--- config.mk ---
export PLATFORM = sky130hd
export DESIGN_NAME = rdist_id_frame
export DESIGN_NICKNAME = d
export VERILOG_FILES = /design/src/rtl/rdist_pkg.sv /design/src/rtl/rdist_ctrl.sv /design/src/rtl/rdist_dp.sv /design/src/rtl/rdist_id_frame.sv
export SDC_FILE = /design/constraint.sdc
export NUM_CORES = 1
export LEC_CHECK = 0
export BUFFER_PORTS_ARGS = -buffer_cell sky130_fd_sc_hd__buf_2
export CAP_MARGIN = 5
export CORE_MARGIN = 10
export CORE_UTILIZATION = 45
export CTS_BUF_LIST = sky130_fd_sc_hd__clkbuf_8
export DETAILED_ROUTE_END_ITERATION = 8
export PLACE_DENSITY_LB_ADDON = 0.25
export RECOVER_POWER = 25
export SYNTH_ARGS = -nofsm -noshare
export SYNTH_HDL_FRONTEND = slang
export SYNTH_SLANG_ARGS = --single-unit
--- constraint.sdc ---
create_clock -name clk -period 0.85 [get_ports clk]
set_input_delay 0.1275 -clock clk [delete_from_list [all_inputs] [get_ports clk]]
set_output_delay 0.1275 -clock clk [all_outputs]
set_load 0.01 [all_outputs]
--- src/rtl/rdist_pkg.sv ---
package rdist_pkg;
  typedef enum logic [2:0] {
    SLOT_ZERO,
    SLOT_IDENT,
    SLOT_TYPE,
    SLOT_PIDR,
    SLOT_GROUP
  } slotSel_t;

  typedef struct packed {
    logic     rdHit;
    slotSel_t slot;
    logic [2:0] lane;
    logic [1:0] size;
  } rdStrobe_t;

  localparam logic [7:0] PIDR2_VALUE = 8'h3B;
endpackage

--- src/rtl/rdist_ctrl.sv ---
module rdist_ctrl
  import rdist_pkg::*;
#(
  parameter int ADDR_W = 17
) (
  input  logic              busReq,
  input  logic              busWrEn,
  input  logic [ADDR_W-1:0] busAddr,
  input  logic [1:0]        busSize,
  output rdStrobe_t         strobe
);
  localparam int SLOT_W = ADDR_W - 3;
  localparam logic [ADDR_W-1:0] OFS_IDENT = ADDR_W'('h00000);
  localparam logic [ADDR_W-1:0] OFS_TYPE  = ADDR_W'('h00008);
  localparam logic [ADDR_W-1:0] OFS_PIDR  = ADDR_W'('h0FFE8);
  localparam logic [ADDR_W-1:0] OFS_GROUP = ADDR_W'('h10080);

  logic [SLOT_W-1:0] slotIdx;
  logic aligned;

  assign slotIdx = busAddr[ADDR_W-1:3];

  always_comb begin
    unique case (busSize)
      2'd0: aligned = 1'b1;
      2'd1: aligned = ~busAddr[0];
      2'd2: aligned = (busAddr[1:0] == 2'b00);
      default: aligned = (busAddr[2:0] == 3'b000);
    endcase
  end

  always_comb begin
    strobe.rdHit = busReq & ~busWrEn & aligned;
    strobe.lane  = busAddr[2:0];
    strobe.size  = busSize;
    if (slotIdx == OFS_IDENT[ADDR_W-1:3])      strobe.slot = SLOT_IDENT;
    else if (slotIdx == OFS_TYPE[ADDR_W-1:3])  strobe.slot = SLOT_TYPE;
    else if (slotIdx == OFS_PIDR[ADDR_W-1:3])  strobe.slot = SLOT_PIDR;
    else if (slotIdx == OFS_GROUP[ADDR_W-1:3]) strobe.slot = SLOT_GROUP;
    else                                       strobe.slot = SLOT_ZERO;
  end
endmodule

--- src/rtl/rdist_dp.sv ---
module rdist_dp
  import rdist_pkg::*;
#(
  parameter int         IDX_W        = 8,
  parameter int         AFF_W        = 24,
  parameter logic [7:0] PRODUCT_CODE = 8'hA7,
  parameter logic [11:0] IMPL_CODE   = 12'h5D1
) (
  input  logic             clk,
  input  logic             rstN,
  input  rdStrobe_t        strobe,
  input  logic [IDX_W-1:0] cpuIdx,
  input  logic [IDX_W:0]   cpuCount,
  input  logic [AFF_W-1:0] cpuAff,
  output logic [63:0]      rdData
);
  localparam int NUM_SIZES = 4;

  logic [15:0] idxField;
  logic [23:0] affField;
  logic        lastCpu;
  logic [31:0] identWord;
  logic [63:0] typeWord;
  logic [63:0] slotWord;
  logic [63:0] shifted;
  logic [63:0] sizeMask [NUM_SIZES];

  for (genvar s = 0; s < NUM_SIZES; s++) begin : g_mask
    if (s == NUM_SIZES - 1) begin : g_full
      assign sizeMask[s] = '1;
    end else begin : g_part
      assign sizeMask[s] = (64'd1 << (8 << s)) - 64'd1;
    end
  end

  always_comb begin
    idxField = '0;
    idxField[IDX_W-1:0] = cpuIdx;
    affField = '0;
    affField[AFF_W-1:0] = cpuAff;
  end

  assign lastCpu   = ({1'b0, cpuIdx} == (cpuCount - 1'b1));
  assign identWord = {PRODUCT_CODE, 12'h000, IMPL_CODE};
  assign typeWord  = {8'h00, affField, 8'h00, idxField, 3'b000, lastCpu, 4'h0};

  always_comb begin
    unique case (strobe.slot)
      SLOT_IDENT: slotWord = {identWord, 32'h0};
      SLOT_TYPE:  slotWord = typeWord;
      SLOT_PIDR:  slotWord = {56'h0, PIDR2_VALUE};
      SLOT_GROUP: slotWord = {32'h0, 32'hFFFF_FFFF};
      default:    slotWord = '0;
    endcase
  end

  assign shifted = slotWord >> {strobe.lane, 3'b000};

  always_ff @(posedge clk or negedge rstN) begin
    if (!rstN) rdData <= '0;
    else if (strobe.rdHit) rdData <= shifted & sizeMask[strobe.size];
    else rdData <= '0;
  end
endmodule

--- src/rtl/rdist_id_frame.sv ---
module rdist_id_frame
  import rdist_pkg::*;
#(
  parameter int          IDX_W        = 8,
  parameter int          AFF_W        = 24,
  parameter logic [7:0]  PRODUCT_CODE = 8'hA7,
  parameter logic [11:0] IMPL_CODE    = 12'h5D1
) (
  input  logic             clk,
  input  logic             rstN,
  input  logic             busReq,
  input  logic             busWrEn,
  input  logic [16:0]      busAddr,
  input  logic [1:0]       busSize,
  input  logic [63:0]      busWrData,
  input  logic [IDX_W-1:0] cpuIdx,
  input  logic [IDX_W:0]   cpuCount,
  input  logic [AFF_W-1:0] cpuAff,
  output logic [63:0]      rdData
);
  rdStrobe_t strobe;

  rdist_ctrl #(.ADDR_W(17)) u_ctrl (
    .busReq (busReq),
    .busWrEn(busWrEn),
    .busAddr(busAddr),
    .busSize(busSize),
    .strobe (strobe)
  );

  rdist_dp #(
    .IDX_W(IDX_W), .AFF_W(AFF_W),
    .PRODUCT_CODE(PRODUCT_CODE), .IMPL_CODE(IMPL_CODE)
  ) u_dp (
    .clk     (clk),
    .rstN    (rstN),
    .strobe  (strobe),
    .cpuIdx  (cpuIdx),
    .cpuCount(cpuCount),
    .cpuAff  (cpuAff),
    .rdData  (rdData)
  );
endmodule

==> results.sh, run 1 <==
export IMPL_status="finished, violations left"
export IMPL_failed_checks="setup timing"
export IMPL_cts_tree="yes"
export IMPL_antenna_found_initial=0
export IMPL_fin_cells=696
export IMPL_clk_pin_slew_ns=0.07
export IMPL_cpPeakStageDelay_ns=0.54
export IMPL_syn_area_mm2=0.00323
export IMPL_coreArea_mm2=0.00687
export IMPL_cp_end_kind="flop"
export IMPL_areaGrowthSynthToFinish_pct=75.7
export IMPL_first_pass_iters=5
export IMPL_top_regs="u_dp.rdData: 57 flops"
export IMPL_num_io_pins=192
export IMPL_async_reset_ff_share_pct=100
export IMPL_ys_seq_area_share_pct=44.2
export IMPL_grt_max_degree=58
export IMPL_max_cap_violations=0
export IMPL_worstMarginPinSlew_ns=0.509
export IMPL_synth_warning_count=0
export IMPL_powerDensity_mw_per_mm2=1140
export IMPL_dieArea_mm2=0.0110
export IMPL_initialDrtViolationCount=301
export IMPL_avgSynthCellArea_um2=8.65
export IMPL_leakage_nw=2.78
export IMPL_path_buf_inv=1
export IMPL_grtUsageTotal_pct=23.4
export IMPL_fin_ws_ns=-0.545
export IMPL_ys_flop_type="dfrtp_1"
export IMPL_final_layout_size_suffix_gt1_share_pct=59.7
export IMPL_clock_fmax_mhz=717
export IMPL_rows=30
export IMPL_ant_nets=0
export IMPL_finalSetupViolations=118
export IMPL_cts_max_path_buffers=2
export IMPL_fin_crit_ns=1.39
export IMPL_clkSinkCount=57
export IMPL_timing_hold_ws_ns=0.154
export IMPL_initial_core_util_pct=47.0
export IMPL_hold_viol_final=0
export IMPL_slowest_stage="or4_4"
export IMPL_final_fill_count=397
export IMPL_largest_reg_flops=57
export IMPL_ir_drop_v=0.000661
export IMPL_postRouteWirelength_um=13600
export IMPL_dp_cells=673
export IMPL_wire_per_inst_um=19.5
export IMPL_min_period_over_period_pct=164
export IMPL_path_cells="buf_4, or4_4, nor4_4, xnor2_1, a2111o_1, o21ai_1, o2bb2ai_1"
export IMPL_grt_overflow=0
export IMPL_min_path_type="primary input to flop"
export IMPL_synth_cell_types=57
export IMPL_critPathMaxFanout=4
export IMPL_rsz0062_at_grt="true"
export IMPL_drc=0
export IMPL_worstPathArrival_ns=1.68
export IMPL_cts_max_level=3
export IMPL_nets=724
export IMPL_via_per_inst=5.65
export IMPL_cts_made_buffers=9
export IMPL_cts_root_buf="clkbuf_8"
export IMPL_setup_tns_ns=-30.43
export IMPL_portBuffers=124
export IMPL_largest_register="u_dp.rdData"
export IMPL_antenna_cells=0
export IMPL_grt_pass1_vias=4088
export IMPL_dr_total_vias=3931
export IMPL_grt_pass1_wl_um=20900
export IMPL_mostFrequentLayoutCells="buf_2, buf_4, dfrtp_1"
export IMPL_die_w_um=105
export IMPL_finish_instance_area_mm2=0.00567
export IMPL_slew_headroom_pct=66.1
export IMPL_syn_inst=373
export IMPL_critPathTopFamily="simple AND/OR/NAND/NOR gates"
export IMPL_path_class="primary input to flop"
export IMPL_synth_seq_cells=57
export IMPL_drv_slew=0
export IMPL_layout_commonest_cell="buf_2"
export IMPL_cp_start_kind="primary input"
export IMPL_crit_required_ns=1.13
export IMPL_dpl_cell_area_mm2=0.00481
export IMPL_die_height_um=105
export IMPL_dp_hpwl_um=9880
export IMPL_gp_congestion=0.937
export IMPL_synth_edf_count=0
## per-layer routing
layer	global-route usage (%)	part of all wire [%]	vias to the layer above
li1	-	-	1760
met1	25.5	37	1884
met2	40.5	51	232
met3	6.88	8.2	55
met4	12.1	4.1	0
met5	0	0	-
## stage by stage
step | worst slack [ns] | utilization, % | total power, mW
CTS | -0.536 | 79.9 | 6.35
finish | -0.545 | 82.6 | 6.44
detailed placement | -0.941 | 70.0 | 3.98
global placement | -0.882 | 70.0 | 3.94
global route | -0.606 | 82.6 | 6.67
floorplan | -0.701 | - | 3.25
## where the power goes
part           total (mW)  internal (mW)  switching, mW  leakage [nW]
logic                1.38          0.623          0.760          1.90
registers            2.72           2.72        0.00326         0.795
clock network        2.33           1.07           1.26        0.0858
total                6.44           4.42           2.02          2.78
## area by class of cell
type                    instances  area [um2]  share of cell area [%]
multi-input cells             283        2230                    39.3
repair buffers                235        1680                    29.6
flip-flops and latches         57        1430                    25.1
clock buffers                   9         124                    2.18
well taps                      96         120                    2.12
clock inverters                 7        55.1                   0.970
inverters                       9        38.8                   0.684
## cell usage after synthesis, types with 8 or more instances
cell type	n	area (um2)
a21oi_1	30	150
and3_1	11	68.8
clkbuf_1	14	52.6
dfrtp_1	57	1430
inv_1	9	33.8
nand2_1	31	116
nand3_1	8	40.0
nor2_1	59	221
nor3_1	16	80.1
o21ai_0	25	125
## timing repair
action                     in CTS  in global routing
cloned                          1                  0
gates resized for setup       108                 44
pin swaps                      49                 31
hold endpoints to repair       57                  0
buffers inserted                5                  2
hold buffers                    1                  0
setup endpoints to repair     118                118
## cell families after synthesis
| kind of cell | Yosys count | synth area share [%] |
|---|---|---|
| compound gates | 92 | 18.1 |
| xor+xnor | 10 | 2.71 |
| fa+ha+maj | 1 | 0.388 |
| buf+inv | 36 | 5.19 |
| flops | 57 | 44.2 |
| mux | 10 | 3.22 |
| other cells | 1 | 0.116 |
| simple gates | 166 | 26.1 |
## worst paths after layout
path                              from               to  slack (ns)  cells past startpoint
setup / recovery           cpuCount[3]   u_dp.rdData[4]       -0.54                      7
hold / removal              cpuAff[23]  u_dp.rdData[55]        0.15                      3
max in group asynchronous         rstN  u_dp.rdData[32]        0.10                      3
min in group asynchronous         rstN  u_dp.rdData[31]        0.39                      3
No activity file was read; power rests on OpenSTA's default activity.
==> run 2: changes to the inputs <==
--- a/config.mk
+++ b/config.mk
@@ -7,12 +7,15 @@
 export LEC_CHECK = 0
 export BUFFER_PORTS_ARGS = -buffer_cell sky130_fd_sc_hd__buf_2
 export CAP_MARGIN = 5
+export CELL_PAD_IN_SITES_DETAIL_PLACEMENT = 0
+export CELL_PAD_IN_SITES_GLOBAL_PLACEMENT = 2
 export CORE_MARGIN = 10
-export CORE_UTILIZATION = 45
+export CORE_UTILIZATION = 24
 export CTS_BUF_LIST = sky130_fd_sc_hd__clkbuf_8
 export DETAILED_ROUTE_END_ITERATION = 8
 export PLACE_DENSITY_LB_ADDON = 0.25
 export RECOVER_POWER = 25
+export SLEW_MARGIN = 15
 export SYNTH_ARGS = -nofsm -noshare
 export SYNTH_HDL_FRONTEND = slang
 export SYNTH_SLANG_ARGS = --single-unit
==> results.sh, run 2 (synthesis results as in run 1) <==
export IMPL_netSwitchingPower_mw=1.82
export IMPL_nets=746
export IMPL_first_pass_iters=4
export IMPL_critPathMaxFanout=3
export IMPL_seq_power_share_pct=41.9
export IMPL_antenna_cells=0
export IMPL_layout_commonest_cell="buf_4"
export IMPL_slew_headroom_pct=66.0
export IMPL_ant_nets=0
export IMPL_critical_path_startpoint="cpuCount[2]"
export IMPL_grt_overflow=0
export IMPL_drc=0
export IMPL_postRouteWirelength_um=13700
export IMPL_finalSetupViolations=118
export IMPL_cp_endpoint="u_dp.rdData[4]"
export IMPL_via_per_inst=4.66
export IMPL_cts_max_level=3
export IMPL_drv_slew=0
export IMPL_num_io_pins=192
export IMPL_grt_pass1_vias=3910
export IMPL_mostFrequentLayoutCells="buf_4, buf_2, dfrtp_1"
export IMPL_dp_hpwl_um=10900
export IMPL_initialDrtViolationCount=157
export IMPL_largest_register="u_dp.rdData"
export IMPL_die_w_um=136
export IMPL_dp_cells=770
export IMPL_cp_end_kind="flop"
export IMPL_largest_reg_flops=57
export IMPL_dr_total_vias=3712
export IMPL_fin_ws_ns=-0.548
export IMPL_clk_pin_slew_ns=0.07
export IMPL_status="finished, violations left"
export IMPL_cts_tree="yes"
export IMPL_min_period_over_period_pct=164
export IMPL_path_class="primary input to flop"
export IMPL_timing_hold_ws_ns=0.0882
export IMPL_clkSinkCount=57
export IMPL_power_switching_share_pct=27.9
export IMPL_final_fill_count=1332
export IMPL_leakage_nw=2.95
export IMPL_cp_start_kind="primary input"
export IMPL_rows=42
export IMPL_top_regs="u_dp.rdData: 57 flops"
export IMPL_dpl_cell_area_mm2=0.00501
export IMPL_worstMarginPinSlew_ns=0.510
export IMPL_portBuffers=124
export IMPL_clock_fmax_mhz=715
export IMPL_fin_crit_ns=1.40
export IMPL_pwr_share_comb_pct=22.9
export IMPL_fin_cells=797
export IMPL_cts_root_buf="clkbuf_8"
export IMPL_min_path_type="primary input to flop"
export IMPL_rsz0062_at_grt="true"
export IMPL_powerDensity_mw_per_mm2=1070
export IMPL_final_util_pct=46.4
export IMPL_grt_max_degree=58
export IMPL_dieArea_mm2=0.0185
export IMPL_worstPathArrival_ns=1.66
export IMPL_cts_max_path_buffers=2
export IMPL_final_layout_size_suffix_gt1_share_pct=61.8
export IMPL_grt_pass1_wl_um=21100
export IMPL_cts_made_buffers=9
export IMPL_gp_congestion=0.857
export IMPL_failed_checks="setup timing"
export IMPL_wire_per_inst_um=17.1
export IMPL_grtUsageTotal_pct=14.5
export IMPL_hold_viol_final=0
export IMPL_p_clk_share_pct=35.2
export IMPL_power_internal_mw=4.70
export IMPL_initial_core_util_pct=24.5
export IMPL_finish_instance_area_mm2=0.00612
export IMPL_crit_required_ns=1.11
export IMPL_antenna_found_initial=0
export IMPL_ir_drop_v=0.000560
export IMPL_max_cap_violations=0
export IMPL_coreArea_mm2=0.0132
export IMPL_areaGrowthSynthToFinish_pct=89.5
export IMPL_die_height_um=136
==> run 2: critical path, stage by stage <==
cell,delay (ns)
buf_6,0.09
or4_4,0.56
nor4_4,0.16
xnor2_1,0.10
a2111o_1,0.37
o21ai_2,0.13
o2bb2ai_1,0.12
==> run 2: timing repair <==
action / in CTS / in global routing
resized for setup: 115 / 75
pin swaps: 42 / 26
endpoints found under the setup margin: 118 / 118
cloned: 1 / 0
hold buffers: 1 / 0
setup buffers: 10 / 4
hold endpoints to repair: 57 / 0
==> run 2: area by class of cell <==
cell class	count	area, um2	share of cell area (%)
Timing Repair Buffer	257	1910	31.2
Tap cell	176	220	3.60
Inverter	9	46.3	0.757
Clock inverter	3	16.3	0.266
Clock buffer	12	165	2.70
Multi-Input combinational cell	283	2330	38.2
Sequential cell	57	1430	23.3
==> run 2: per-stage QoR <==
stage	setup slack, ns	total power [mW]	TNS (ns)
floorplan	-0.701	3.25	-21.69
global placement	-0.891	4.06	-43.40
detailed placement	-0.977	4.06	-45.50
CTS	-0.526	6.55	-28.00
global route	-0.620	6.85	-36.35
finish	-0.548	6.52	-27.94
==> run 2: worst min path at each step <==
| stage | startpoint | endpoint | cells after the start |
|---|---|---|---|
| 2_1_floorplan | rstN | u_dp.rdData[0] | 0 |
| 3_3_place_gp | rstN | u_dp.rdData[29] | 2 |
| 3_5_place_dp | rstN | u_dp.rdData[29] | 2 |
| 4_1_cts | cpuAff[22] | u_dp.rdData[22] | 3 |
| 5_1_grt | cpuAff[22] | u_dp.rdData[22] | 3 |
| 6_report | cpuAff[22] | u_dp.rdData[22] | 3 |
==> run 2: layer usage <==
layer / up-vias / GRT usage, % / part of all wire [%]
li1: 1809 / - / -
met1: 1764 / 17.9 / 43
met2: 127 / 24.2 / 48
met3: 12 / 3.62 / 7.3
met4: 0 / 4.91 / 1.7
met5: - / 0 / 0
==> run 2: power by group through the flow <==
stage               Sequential, mW  Combinational [mW]  Clock, mW
finish                        2.73                1.49       2.30
floorplan                     2.78               0.465          0
global route                  2.73                1.62       2.51
CTS                           2.73                1.44       2.39
global placement              2.78                1.28          0
detailed placement            2.78                1.29          0
